<file path="config.mk">
export PLATFORM = sky130hd
export DESIGN_NAME = qsine_gen
export DESIGN_NICKNAME = d
export VERILOG_FILES = /design/src/rtl/qsine_pkg.sv /design/src/rtl/qsine_ring.sv /design/src/rtl/qsine_wsum.sv /design/src/rtl/qsine_gen.sv
export SDC_FILE = /design/constraint.sdc
export NUM_CORES = 1
export LEC_CHECK = 0
export ABC_AREA = 1
export CAP_MARGIN = 20
export CORE_UTILIZATION = 46
export CTS_CLUSTER_DIAMETER = 200
export CTS_CLUSTER_SIZE = 8
export DETAILED_ROUTE_END_ITERATION = 6
export PLACE_DENSITY = 0.74
export SYNTH_ARGS = -nofsm -noshare
export SYNTH_HDL_FRONTEND = slang
export SYNTH_SLANG_ARGS = --single-unit
</file>
<file path="constraint.sdc">
create_clock -name clk -period 2.2 [get_ports clk]
set_input_delay 0.44 -clock clk [delete_from_list [all_inputs] [get_ports clk]]
set_output_delay 0.44 -clock clk [all_outputs]
set_load 0.03 [all_outputs]
</file>
<file path="src/rtl/qsine_pkg.sv">
package qsine_pkg;

    // Source of the upper half of the quadrature tap window.
    typedef enum logic {
        QUAD_EXTEND = 1'b0,  // follow-on stages continue the chain
        QUAD_INVERT = 1'b1   // inverted early ring taps stand in for them
    } quad_mode_e;

    // Weight of tap idx in a window of len taps: the two ends carry the
    // outer weight, everything between them the inner weight.
    function automatic int tap_weight(int idx, int len, int w_out, int w_in);
        if (idx == 0 || idx == len - 1) begin
            return w_out;
        end
        return w_in;
    endfunction

endpackage

</file>
<file path="src/rtl/qsine_ring.sv">
module qsine_ring
    import qsine_pkg::*;
#(
    parameter int         RING_LEN  = 4,
    parameter quad_mode_e QUAD_MODE = QUAD_EXTEND
) (
    input  logic                     clk,
    input  logic                     rst,
    input  logic                     en,
    output logic [RING_LEN-1:0]      ring_q,
    output logic [RING_LEN-1:0]      ring_d,
    output logic [RING_LEN/2-1:0]    ext_d
);
    localparam int HALF = RING_LEN / 2;

    typedef struct packed {
        logic [RING_LEN-1:0] ring;
        logic [HALF-1:0]     ext;
    } chain_t;

    chain_t st_d, st_q;

    always_comb begin
        st_d = st_q;
        if (rst) begin
            st_d = '0;
        end else if (en) begin
            st_d.ring = {st_q.ring[RING_LEN-2:0], ~st_q.ring[RING_LEN-1]};
            if (QUAD_MODE == QUAD_EXTEND) begin
                st_d.ext = {st_q.ext[HALF-2:0], st_q.ring[RING_LEN-1]};
            end else begin
                st_d.ext = '0;
            end
        end
    end

    always_ff @(posedge clk) begin
        st_q <= st_d;
    end

    assign ring_q = st_q.ring;
    assign ring_d = st_d.ring;
    assign ext_d  = st_d.ext;

endmodule

</file>
<file path="src/rtl/qsine_wsum.sv">
module qsine_wsum
    import qsine_pkg::*;
#(
    parameter int WIN     = 4,
    parameter int W_OUTER = 5,
    parameter int W_INNER = 12,
    parameter int CODE_W  = 6
) (
    input  logic [WIN-1:0]    bits_i,
    output logic [CODE_W-1:0] sum_o
);
    int acc;

    always_comb begin
        acc = 0;
        for (int k = 0; k < WIN; k++) begin
            if (bits_i[k]) begin
                acc = acc + tap_weight(k, WIN, W_OUTER, W_INNER);
            end
        end
        sum_o = CODE_W'(acc);
    end

endmodule

</file>
<file path="src/rtl/qsine_gen.sv">
module qsine_gen
    import qsine_pkg::*;
#(
    parameter int         RING_LEN  = 4,
    parameter int         W_OUTER   = 5,
    parameter int         W_INNER   = 12,
    parameter quad_mode_e QUAD_MODE = QUAD_EXTEND,
    parameter int         CODE_W    = $clog2(2 * W_OUTER + (RING_LEN - 2) * W_INNER + 1)
) (
    input  logic                clk,
    input  logic                rst,
    input  logic                en,
    output logic [RING_LEN-1:0] taps,
    output logic                sq_i,
    output logic                sq_q,
    output logic [CODE_W-1:0]   code_i,
    output logic [CODE_W-1:0]   code_q
);
    localparam int HALF = RING_LEN / 2;

    typedef struct packed {
        logic [CODE_W-1:0] ci;
        logic [CODE_W-1:0] cq;
    } code_t;

    logic [RING_LEN-1:0] ring_q, ring_d;
    logic [HALF-1:0]     ext_d;
    logic [RING_LEN-1:0] qbits_d;
    logic [CODE_W-1:0]   sum_i, sum_q;
    code_t               code_d, code_r;

    qsine_ring #(
        .RING_LEN  (RING_LEN),
        .QUAD_MODE (QUAD_MODE)
    ) u_ring (
        .clk    (clk),
        .rst    (rst),
        .en     (en),
        .ring_q (ring_q),
        .ring_d (ring_d),
        .ext_d  (ext_d)
    );

    // Quadrature window: upper half of the ring, then either the
    // extension stages or the inverted lower half of the ring.
    for (genvar j = 0; j < HALF; j++) begin : g_qlow
        assign qbits_d[j] = ring_d[j + HALF];
    end

    if (QUAD_MODE == QUAD_EXTEND) begin : g_qext
        for (genvar j = 0; j < HALF; j++) begin : g_bit
            assign qbits_d[j + HALF] = ext_d[j];
        end
    end else begin : g_qinv
        for (genvar j = 0; j < HALF; j++) begin : g_bit
            assign qbits_d[j + HALF] = ~ring_d[j];
        end
    end

    qsine_wsum #(
        .WIN     (RING_LEN),
        .W_OUTER (W_OUTER),
        .W_INNER (W_INNER),
        .CODE_W  (CODE_W)
    ) u_sum_i (
        .bits_i (ring_d),
        .sum_o  (sum_i)
    );

    qsine_wsum #(
        .WIN     (RING_LEN),
        .W_OUTER (W_OUTER),
        .W_INNER (W_INNER),
        .CODE_W  (CODE_W)
    ) u_sum_q (
        .bits_i (qbits_d),
        .sum_o  (sum_q)
    );

    always_comb begin
        code_d = code_r;
        if (rst) begin
            code_d = '0;
        end else if (en) begin
            code_d.ci = sum_i;
            code_d.cq = sum_q;
        end
    end

    always_ff @(posedge clk) begin
        code_r <= code_d;
    end

    assign taps   = ring_q;
    assign sq_i   = ring_q[0];
    assign sq_q   = ring_q[HALF];
    assign code_i = code_r.ci;
    assign code_q = code_r.cq;

endmodule

</file>
==> flow_summary.toml <==
[floorplanning]
fp.dieH_um = 52.2
rows = 17
dieWidth_um = 52.2
die_area_um2 = 2720
fp.coreArea_um2 = 2300
start_util_pct = 50.4
pin_count = 21

[grt]
track_usage_pct = 24.8
grt_pass1_wl_um = 4800
antenna_found_initial = 0
grt_pass1_vias = 1113
overflow = 0
grt_max_degree = 22

[yosys]
ys_ff_latch = 18
syn_avg_cell_area_um2 = 7.38
yosys_warnings = 0
ys_types = 30
syn-num-nets = 170
synth_enable_flop_cells = 0
ys.flop_type = "dfxtp_1"
synth_simple_gate_area_share_pct = 28.0
async_flop_share_pct = 0
syn_inst = 157
syn-cell-area_um2 = 1160
synth_fa_ha_area_share_pct = 10.8
muxShareOfSynthArea_pct = 0
synth_top_family_by_area = "simple AND/OR/NAND/NOR gates"
synth_compound_area_share_pct = 11.9
yosysSeqAreaShare_pct = 31.1
synth_xor_area_share_pct = 2.92

[min_path]
hp-class = "reg -> reg"
min_path_cells = 2
holdPathEnd = "code_q[0]$_SDFFE_PP0P_"
min_from = "code_q[0]$_SDFFE_PP0P_"

[flow_run]
max_cap_violations = 0

[place]
portBuffers = 20
pre_cts_ws_ns = -0.427
place_hpwl_um = 2200
gp_congestion = 0.869

[clock_tree]
clkSinkCount = 18
post_cts_buffers = 0
clock_latency_ns = 0.30
root_buffer = "clkbuf_4"
hold_buffers = 0
cts_tree = "yes"
clkSlewWorstSetupHoldPaths_ns = 0.11
numCtsBuffers = 3
ctsLongestPathBuffers = 2
htreeDepth = 1

[worst_setup_path]
crit_type = "in -> reg"
worstRegToRegCells = 13
critPathBufInv = 6
critical_path_arrival_ns = 2.25
crit_chain = "dlygate4sd2_1 -> buf_4 -> inv_4 -> nand3_2 -> ha_1 -> xor2_2 -> ha_1 -> inv_1 -> nor2_1 -> inv_1 -> nand2_1 -> nand3_1 -> nand2_1 -> inv_1"
r2r_end = "code_q[4]$_SDFFE_PP0P_"
path_depth = 14
critPathRequiredTime_ns = 2.42
slowest_delay_ns = 0.35
ff2ff_setup_slack_ns = 0.21
critPathLaunchType = "input pin"
crit_slowest_cell = "ha_1"
endpoint_kind = "flop"
reg2reg_from = "u_ring.ring_q[2]$_DFF_P_"
cp_top_family = "buffers and inverters"
crit_path_max_fanout = 3
crit_top_cell = "inv_1"

[route]
wl_um = 2870
dr_total_vias = 1113
first_pass_iters = 4
drc = 0
via_per_inst = 4.92
ant_nets = 0
wire_per_inst_um = 12.7
drtIter0Drc = 11

[pwr]
p_total_mw = 0.895
powerDensity_nw_per_um2 = 574
leakagePower_nw = 0.808
vdd_drop_max_mv = 0.537

[sta]
slew_headroom_pct = 78.6
drv_slew = 0
setup_viol = 0
skew_ns = 0.00157
period_share_pct = 92.3
layout_min_cycle_time_ns = 2.03
hold_viol_final = 0
fmax_ghz = 0.492
setup_slack_ns = 0.169
worstMarginPinSlew_ns = 0.321
rsz0062_at_grt = "no"

[final_layout]
num_antenna_cells = 0
layout-drive-gt1-share_pct = 27.3
area_growth_pct = 34.4
nNetsFinal = 212
final_cell_mix = "nand2_1 (25), buf_4 (25), inv_1 (24)"

[run_status]
status = "completed"
-- kinds of logic after synthesis --
group | after synthesis
fa+ha+maj | 10
flops | 18
buf+inv | 37
compound gates | 24
simple gates | 65
xor+xnor | 3
-- worst min-delay path, stage by stage, from the launching register on --
cell and delay, ns:
dfxtp_1 0.34, o21ai_0 0.07, nor2_1 0.08
-- area by class of cell --
class	instances	area, um2
clock buffers	4	36.3
repair buffers	45	382
inverters	29	116
multi-input cells	102	628
fillers	194	739
flip-flops and latches	18	360
well taps	28	35.0
-- registers in the layout, summed over array words and instances, names as in the netlist --
register / flops
u_ring.ring_q: 4
code_q: 6
u_ring.st_q: 2
code_i: 6
-- report_power, final --
part	total (mW)	leakage, nW	internal [mW]	switching [mW]
clock network	0.217	0.0210	0.101	0.116
logic	0.316	0.638	0.136	0.180
registers	0.362	0.149	0.349	0.0134
total	0.895	0.808	0.586	0.309
-- cell usage after synthesis (2+ instances only) --
library cell / instances / share of area (%)
a21oi_1: 5 / 2.2
buf_4: 4 / 2.6
buf_6: 2 / 1.9
dfxtp_1: 18 / 31
ha_1: 10 / 11
inv_1: 25 / 8.1
inv_2: 2 / 0.65
nand2_1: 25 / 8.1
nand2_2: 5 / 2.7
nand2_4: 2 / 1.9
nand3_1: 7 / 3.0
nand3_2: 2 / 1.7
nor2_1: 20 / 6.5
nor2_4: 2 / 1.9
o21ai_0: 9 / 3.9
o21ai_1: 4 / 1.7
o21ai_2: 2 / 1.5
-- what timing repair did --
item,in CTS,in global routing
setup endpoints to repair,4,2
resized for setup,3,4
cloned,0,0
-- how the worst max path moves through the flow --
stage	slack [ns]	startpoint	endpoint
floorplan	0.04	u_ring.ring_q[2]$_DFF_P_	code_q[3]$_SDFFE_PP0P_
global placement	-0.35	en	code_q[3]$_SDFFE_PP0P_
detailed placement	-0.43	en	code_q[4]$_SDFFE_PP0P_
CTS	0.13	en	code_q[4]$_SDFFE_PP0P_
global route	0.02	u_ring.ring_q[0]$_DFF_P_	code_i[4]$_SDFFE_PP0P_
finish	0.17	rst	code_i[4]$_SDFFE_PP0P_
-- stage by stage --
step                util (%)  instance area [um2]  TNS, ns  hold slack (ns)  std cells
CTS                     67.8                 1560        0            0.530        226
finish                  67.8                 1560        0            0.521        226
global placement        66.2                 1520    -2.02            0.484        222
floorplan                  -                 1160        0            0.497        157
global route            67.8                 1560        0            0.562        226
detailed placement      66.2                 1520    -2.59            0.497        222
-- layer usage --
layer / GRT usage [%] / share of wire (%) / vias up / wire length [um]
met5: 0 / 0 / - / 0
li1: - / - / 563 / -
met4: 14.9 / 3.1 / 0 / 88
met3: 4.35 / 3.3 / 10 / 96
met2: 42.5 / 49 / 25 / 1400
met1: 28.6 / 45 / 515 / 1290
(Power assumes the default switching activity.)
